**src/rtl/dma_addr_seq_pkg.sv**
```systemverilog
package dma_addr_seq_pkg;
  typedef enum logic [1:0] {
    PH_IDLE = 2'd0,
    PH_WAIT = 2'd1,
    PH_UPD  = 2'd2,
    PH_XFER = 2'd3
  } phase_t;
endpackage

```
**src/rtl/dma_hi_track.sv**
```systemverilog
module dma_hi_track #(
  parameter int HI_W = 8
) (
  input  logic            clk,
  input  logic            rst_n,
  input  logic            svc_active,
  input  logic            take,
  input  logic [HI_W-1:0] hi_in,
  output logic [HI_W-1:0] hi_q,
  output logic            need_upd
);
  logic latched;

  always_ff @(posedge clk or negedge rst_n) begin
    if (!rst_n) begin
      latched <= 1'b0;
      hi_q    <= '0;
    end else if (!svc_active) begin
      latched <= 1'b0;
    end else if (take) begin
      latched <= 1'b1;
      hi_q    <= hi_in;
    end
  end

  assign need_upd = !latched || (hi_in != hi_q);

  // once the service flag has been low, the first new step must reload the latch
  a_r8_fresh_service: assert property (@(posedge clk) disable iff (!rst_n)
    !svc_active |=> need_upd);
endmodule

```
**src/rtl/dma_phase_ctl.sv**
```systemverilog
module dma_phase_ctl
  import dma_addr_seq_pkg::*;
(
  input  logic   clk,
  input  logic   rst_n,
  input  logic   svc_active,
  input  logic   take,
  input  logic   need_upd,
  output phase_t phase
);
  phase_t phase_nx;

  always_comb begin
    if (!svc_active)           phase_nx = PH_IDLE;
    else if (phase == PH_UPD)  phase_nx = PH_XFER;
    else if (take)             phase_nx = need_upd ? PH_UPD : PH_XFER;
    else                       phase_nx = PH_WAIT;
  end

  always_ff @(posedge clk or negedge rst_n) begin
    if (!rst_n) phase <= PH_IDLE;
    else        phase <= phase_nx;
  end

  // an update clock never repeats
  a_r9_upd_single: assert property (@(posedge clk) disable iff (!rst_n)
    (phase == PH_UPD) |=> (phase != PH_UPD));
  // an update with the service still on is followed by the transfer clock
  a_r3_upd_then_xfer: assert property (@(posedge clk) disable iff (!rst_n)
    (phase == PH_UPD && svc_active) |=> (phase == PH_XFER));
endmodule

```
**src/rtl/dma_pin_drive.sv**
```systemverilog
module dma_pin_drive
  import dma_addr_seq_pkg::*;
#(
  parameter int LO_W = 8,
  parameter int HI_W = 8
) (
  input  logic            clk,
  input  logic            rst_n,
  input  logic            svc_active,
  input  logic            take,
  input  logic [LO_W-1:0] lo_in,
  input  phase_t          phase,
  input  logic [HI_W-1:0] hi_q,
  output logic            aen,
  output logic            a_oe,
  output logic [LO_W-1:0] a_out,
  output logic            adstb,
  output logic            db_oe,
  output logic [HI_W-1:0] db_out,
  output logic            xfer_go
);
  logic            aen_q;
  logic [LO_W-1:0] lo_q;

  always_ff @(posedge clk or negedge rst_n) begin
    if (!rst_n) begin
      aen_q <= 1'b0;
      lo_q  <= '0;
    end else begin
      aen_q <= svc_active;
      if (take) lo_q <= lo_in;
    end
  end

  assign aen     = aen_q;
  assign a_oe    = aen_q;
  assign a_out   = lo_q;
  assign adstb   = (phase == PH_UPD);
  assign db_oe   = (phase == PH_UPD);
  assign db_out  = db_oe ? hi_q : '0;
  assign xfer_go = (phase == PH_XFER);

  // the low byte holds through an update clock
  a_r6_lo_hold_upd: assert property (@(posedge clk) disable iff (!rst_n)
    adstb |=> $stable(a_out));
  // the strobe and the bus drive appear only while address enable is up
  a_r9_strobe_in_svc: assert property (@(posedge clk) disable iff (!rst_n)
    (adstb || db_oe) |-> aen);
endmodule

```
**src/rtl/dma_addr_seq.sv**
```systemverilog
module dma_addr_seq
  import dma_addr_seq_pkg::*;
#(
  parameter int ADDR_W = 16,
  parameter int LO_W   = 8,
  localparam int HI_W  = ADDR_W - LO_W
) (
  input  logic              clk,
  input  logic              rst_n,
  input  logic              svc_active,
  input  logic              step_valid,
  output logic              step_ready,
  input  logic [ADDR_W-1:0] step_addr,
  output logic              aen,
  output logic              a_oe,
  output logic [LO_W-1:0]   a_out,
  output logic              adstb,
  output logic              db_oe,
  output logic [HI_W-1:0]   db_out,
  output logic              xfer_go
);
  phase_t          phase;
  logic            take;
  logic            need_upd;
  logic [HI_W-1:0] hi_q;

  assign step_ready = svc_active && (phase != PH_UPD);
  assign take       = step_valid && step_ready;

  dma_hi_track #(.HI_W(HI_W)) u_hi (
    .clk(clk), .rst_n(rst_n), .svc_active(svc_active), .take(take),
    .hi_in(step_addr[ADDR_W-1:LO_W]), .hi_q(hi_q), .need_upd(need_upd)
  );

  dma_phase_ctl u_phase (
    .clk(clk), .rst_n(rst_n), .svc_active(svc_active), .take(take),
    .need_upd(need_upd), .phase(phase)
  );

  dma_pin_drive #(.LO_W(LO_W), .HI_W(HI_W)) u_pins (
    .clk(clk), .rst_n(rst_n), .svc_active(svc_active), .take(take),
    .lo_in(step_addr[LO_W-1:0]), .phase(phase), .hi_q(hi_q),
    .aen(aen), .a_oe(a_oe), .a_out(a_out), .adstb(adstb), .db_oe(db_oe),
    .db_out(db_out), .xfer_go(xfer_go)
  );

  // address enable follows the service flag by one clock
  a_r2_aen_on: assert property (@(posedge clk) disable iff (!rst_n)
    svc_active |=> aen);
  a_r2_released: assert property (@(posedge clk) disable iff (!rst_n)
    !svc_active |=> (!a_oe && !adstb && !db_oe && !xfer_go));
  // a taken step yields an update or a transfer on the next clock
  a_r3_step_acts: assert property (@(posedge clk) disable iff (!rst_n)
    take |=> (adstb || xfer_go));
  // a taken step with an unchanged high byte goes straight to transfer
  a_r4_skip_upd: assert property (@(posedge clk) disable iff (!rst_n)
    (take && !need_upd) |=> (xfer_go && !adstb));
  // reset state
  always_comb begin
    if (!rst_n) begin
      a_r1_reset_quiet: assert (!aen && !adstb && !db_oe && !xfer_go);
    end
  end
endmodule

```
**config.mk**
```make
export PLATFORM = sky130hd
export DESIGN_NAME = dma_addr_seq
export DESIGN_NICKNAME = d
export VERILOG_FILES = /design/src/rtl/dma_addr_seq_pkg.sv /design/src/rtl/dma_hi_track.sv /design/src/rtl/dma_phase_ctl.sv /design/src/rtl/dma_pin_drive.sv /design/src/rtl/dma_addr_seq.sv
export SDC_FILE = /design/constraint.sdc
export NUM_CORES = 1
export LEC_CHECK = 0
export ABC_AREA = 0
export CORE_UTILIZATION = 40
export DETAILED_ROUTE_END_ITERATION = 16
export DONT_BUFFER_PORTS = 1
export GPL_TIMING_DRIVEN = 0
export MAX_ROUTING_LAYER = met4
export PLACE_DENSITY = 0.53
export SLEW_MARGIN = 20
export SYNTH_ARGS = -nofsm -noshare
export SYNTH_HDL_FRONTEND = slang
export SYNTH_SLANG_ARGS = --single-unit
```
**constraint.sdc**
```tcl
create_clock -name clk -period 3 [get_ports clk]
set_input_delay 0.6 -clock clk [delete_from_list [all_inputs] [get_ports clk]]
set_output_delay 0.6 -clock clk [all_outputs]
set_load 0.01 [all_outputs]
```
==> results of run 1 <==
path summary, 6_finish.rpt:
check | to | slack [ns] | cells past startpoint
max | db_out[4] | 0.85 | 3
min reg2reg | u_hi.latched | 0.48 | 2
min in group asynchronous | u_pins.a_out[4] | 0.88 | 1
max reg2reg | u_hi.hi_q[2] | 1.61 | 4
min | u_pins.a_oe | 0.33 | 0
max in group asynchronous | u_hi.hi_q[1] | 1.57 | 1
cells in the mapped netlist:
| master | number |
|---|---|
| buf_6 | 1 |
| nor2b_4 | 1 |
| o21a_1 | 1 |
| nor2_1 | 1 |
| xor2_1 | 8 |
| nand3b_4 | 1 |
| mux2_2 | 8 |
| a32o_1 | 1 |
| clkbuf_1 | 1 |
| nand2_1 | 2 |
| and2_1 | 9 |
| mux2_4 | 8 |
| nor3_1 | 1 |
| dfrtp_1 | 20 |
| nor4_1 | 1 |
| nor2b_1 | 1 |
| buf_4 | 2 |
what timing repair did:
action / 4_1_cts / 5_1_grt
hold endpoints to repair: 20 / 0
hold buffers: 1 / 0
setup buffers: 0 / 0
stage by stage:
stage | hold slack [ns] | std cells
2_1_floorplan | 0.304 | 67
3_3_place_gp | 0.305 | 95
3_5_place_dp | 0.305 | 95
4_1_cts | 0.309 | 100
5_1_grt | 0.300 | 100
6_report | 0.326 | 100
power by group:
group          internal (mW)  switching, mW  total, mW
logic                 0.0668         0.0418      0.109
clock network         0.0739         0.0797      0.154
registers              0.312         0.0409      0.353
total                  0.453          0.162      0.615
registers in the layout (all words and copies together) (netlist names):
register,count
u_hi.hi_q,8
u_pins.a_out,8
u_phase.phase,2
u_hi.latched,1
u_pins.a_oe,1
critical path, cell delays in order (launching register included):
cell      delay (ns)
dfrtp_1         0.42
nor2b_4         0.13
clkbuf_1        0.44
and2_1          0.27
layer usage:
| layer | up-vias | GRT usage [%] | share of wire, % |
|---|---|---|---|
| met3 | 2 | 3.64 | 8.9 |
| li1 | 232 | - | - |
| met4 | 0 | 6.94 | 0.80 |
| met2 | 27 | 19.8 | 46 |
| met1 | 258 | 20.4 | 44 |
| met5 | - | - | 0 |
area by class of cell:
class                           count  area [um^2]
Buffer                              4         30.0
Tap cell                           28         35.0
Sequential cell                    20          500
Multi-Input combinational cell     43          417
Timing Repair Buffer                1         10.0
Clock buffer                        4         36.3
Fill cell                         208         1180
cells by family after synthesis:
kind of cell | share of synthesized area (%)
AOI/OAI and AO/OA | 1.85
muxes | 22.2
buffers and inverters | 3.17
and+or+nand+nor | 12.5
DFF | 52.8
xor gates and xnor gates | 7.40
==> impl_metrics.ini, run 1 <==
[run_status]
status = finished clean

[yosys]
syn_nets = 87
ys.warnings.count = 0
ys_seq_elements = 20
ys_top_cells_by_area = dfrtp_1 (53%), mux2_4 (13%), mux2_2 (9.5%), xor2_1 (7.4%), and2_1 (5.9%)
synthesis.area_um2 = 947
ys_seq_area_share_pct = 52.8
synthDistinctLibCells = 17
avgSynthCellArea_um2 = 14.1
synth_top_cell_area_share_pct = 52.8
netlist_instances = 67
synth_top_area_cell = dfrtp_1

[final_layout]
stdcell_area_um2 = 1030
layout_common_cells = dfrtp_1 (20), and2_1 (9), xor2_1 (8), mux2_4 (8), mux2_2 (8)
layout_commonest_cell = dfrtp_1
final_nets = 93
drive_gt1_share_pct = 34.7
area_delta_synth_final_pct = 8.59
antenna_cells = 0
postLayoutCoreUtil_pct = 46.5

[grt]
grt_overflow_total = 0
grt_pass1_wl_um = 2610
grt_start_max_net_pins = 21
antenna_found_initial = 0
track_usage_pct = 14.7
grt_pass1_vias = 544

[timing]
skew_ns = 0.00399
rsz0062_at_grt = no
hold_viol = 0
min_period_ns = 2.15
tns_ns = 0
slew_viol_final = 0
finalSetupViolations = 0
fmax_mhz = 465
period_share_pct = 71.7
worst_slack_ns = 0.849
maxSlewHeadroom_pct = 38.7
tightestPinTransition_ns = 0.916

[pwr]
p_per_area_nw_per_um2 = 598
vdd_ir_drop_max_v = 0.000259
leakage_nw = 0.484
finalPower_mw = 0.615

[place]
dp_slack_ns = 1.13
place_congestion = 0.622
portBuffers = 0
dpl_cell_area_um2 = 982

[clocking]
cts_sinks = 20
clk_pin_slew_ns = 0.11
cts_buffers = 3
root_buffer = clkbuf_4
cts_tree = built
postCtsResizedCells = 0
cts_buffer_depth = 2
htree_levels = 1
worstSkewPairLatency_ns = 0.29

[drt]
drt_iter0_drc = 3
wl_per_cell_um = 16.2
ant_nets = 0
vias = 519
routed_wl_um = 1620
drc = 0
viasPerCell = 5.19
first_pass_iters = 3

[min_path]
min-delay-path-class = input port to register
min_from = svc_active

[floorplanning]
core-area_um2 = 2210
die-area_um2 = 2570
placementRows = 17
die_w_um = 50.7
die_y_um = 50.7
io_pins = 42
start_util_pct = 42.8

[worst_setup_path]
arrival_ns = 1.55
crit_required_ns = 2.40
r2r_start = u_phase.phase[0]
crit_path_start = u_phase.phase[0]
cp-end-kind = primary output
critPathKind = register to primary output
cp_max_fo = 11
cp-start-kind = register

[job]
max_cap_viol_count = 0
No activity file was read; power rests on OpenSTA's default activity.
==> inputs of run 2 (changes only) <==
- clock period: 3 -> 2 ns (I/O delays scaled with it)
==> run 2 against run 1 <==
Compared with the run above:
- count of clock-buffer cells in the layout unchanged
- design area rose by 0.12%
- clock power increased by 50%
- critical path type unchanged
- total power increased by 50%
- cell count unchanged
- critical endpoint unchanged
- highest routed layer unchanged
==> impl_metrics.ini, run 2 (same netlist as run 1, synthesis figures left out) <==
[final_layout]
area_delta_synth_final_pct = 8.72
final_nets = 93
postLayoutCoreUtil_pct = 46.5
layout_common_cells = dfrtp_1 (20), and2_1 (9), xor2_1 (8), mux2_4 (8), mux2_2 (8)
stdcell_area_um2 = 1030
layout_commonest_cell = dfrtp_1
antenna_cells = 0
stdcell_count = 100
drive_gt1_share_pct = 36.1

[job]
max_cap_viol_count = 0

[clocking]
root_buffer = clkbuf_4
worstSkewPairLatency_ns = 0.29
cts_sinks = 20
cts_buffers = 3
cts_tree = built
clk_pin_slew_ns = 0.11
htree_levels = 1
cts_buffer_depth = 2
postCtsSetupBuffers = 0

[timing]
finalSetupViolations = 0
tightestPinTransition_ns = 0.921
slew_viol_final = 0
fmax_mhz = 574
maxSlewHeadroom_pct = 38.4
worst_slack_ns = 0.259
skew_ns = 0.00421
rsz0062_at_grt = no
min_period_ns = 1.74
timing.hold.ws_ns = 0.126
hold_viol = 0
tns_ns = 0
period_share_pct = 87.1

[drt]
first_pass_iters = 2
routed_wl_um = 1620
wl_per_cell_um = 16.2
ant_nets = 0
viasPerCell = 5.18
drc = 0
drt_iter0_drc = 3
vias = 518

[pwr]
vdd_ir_drop_max_v = 0.000390
leakage_nw = 0.487
finalPower_mw = 0.924
p_per_area_nw_per_um2 = 897

[worst_setup_path]
crit_chain = nor2b_4, clkbuf_2, and2_1
slowest_stage = dfrtp_1
crit_family = flip-flops
slowest_delay_ns = 0.42
cp-start-kind = register
crit_required_ns = 1.60
critPathBufInv = 1
cp_max_fo = 11
cp-end-kind = primary output
critPathKind = register to primary output
arrival_ns = 1.34

[run_status]
status = finished clean

[floorplanning]
die-area_um2 = 2570
placementRows = 17
die_y_um = 50.7
core-area_um2 = 2210
die_w_um = 50.7
start_util_pct = 42.8
io_pins = 42

[place]
dp_slack_ns = 0.330
portBuffers = 0
dpl_cell_area_um2 = 982
post-place-cells = 95
place_congestion = 0.622

[min_path]
min-delay-path-class = input port to register

[grt]
grt_start_max_net_pins = 21
grt_pass1_wl_um = 2610
grt_pass1_vias = 544
grt_overflow_total = 0
antenna_found_initial = 0
track_usage_pct = 14.7
[run 2: cell count changes in the layout (fill, tap and decap cells not counted)]
cell | previous run | this run
clkbuf_2 | 0 | 1
clkbuf_1 | 1 | 0
[run 2: final timing paths]
check	cells past startpoint	start	slack, ns	to
setup / recovery	3	u_phase.phase[0]	0.26	db_out[4]
hold / removal	0	svc_active	0.13	u_pins.a_oe
setup reg to reg	4	u_phase.phase[0]	0.61	u_hi.hi_q[2]
hold reg to reg	2	u_hi.latched	0.48	u_hi.latched
max in group asynchronous	1	rst_n	0.76	u_hi.hi_q[1]
min in group asynchronous	1	rst_n	0.68	u_pins.a_out[4]
[run 2: timing repair]
item,CTS,global route
hold buffers,1,0
hold endpoints to repair,20,0
endpoints found under the setup margin,2,0
gates resized for setup,1,0
[run 2: routing by layer]
| layer | vias up | part of all wire, % | GRT usage (%) |
|---|---|---|---|
| met1 | 257 | 44 | 20.4 |
| met4 | 0 | 0.80 | 6.94 |
| met5 | - | 0 | - |
| met2 | 27 | 46 | 19.8 |
| li1 | 232 | - | - |
| met3 | 2 | 8.9 | 3.64 |
[run 2: final cells by class]
cell class	count	area, um^2
fill	208	1180
sequential	20	500
multi-input combinational	43	417
clock buffer	4	36.3
tap	28	35.0
buffer	4	31.3
timing repair buffer	1	10.0
[run 2: report_power, final]
part	internal, mW	switching, mW
combinational	0.101	0.0627
sequential	0.468	0.0615
clock	0.111	0.120
total	0.680	0.244
==> inputs of run 3 (changes only) <==
==> constraint.sdc (replaced) <==
create_clock -name clk -period 2 [get_ports clk]
set_input_delay 0.5 -clock clk [delete_from_list [all_inputs] [get_ports clk]]
set_output_delay 0.5 -clock clk [all_outputs]
set_load 0.01 [all_outputs]
==> results of run 3 <==
The final DEF is identical to that of run 2. Status: finished clean.
Main changes from that run: setup slack after placement 0.330 ns -> 0.230 ns; setup slack after layout 0.259 ns -> 0.159 ns; hold slack 0.126 ns -> 0.226 ns
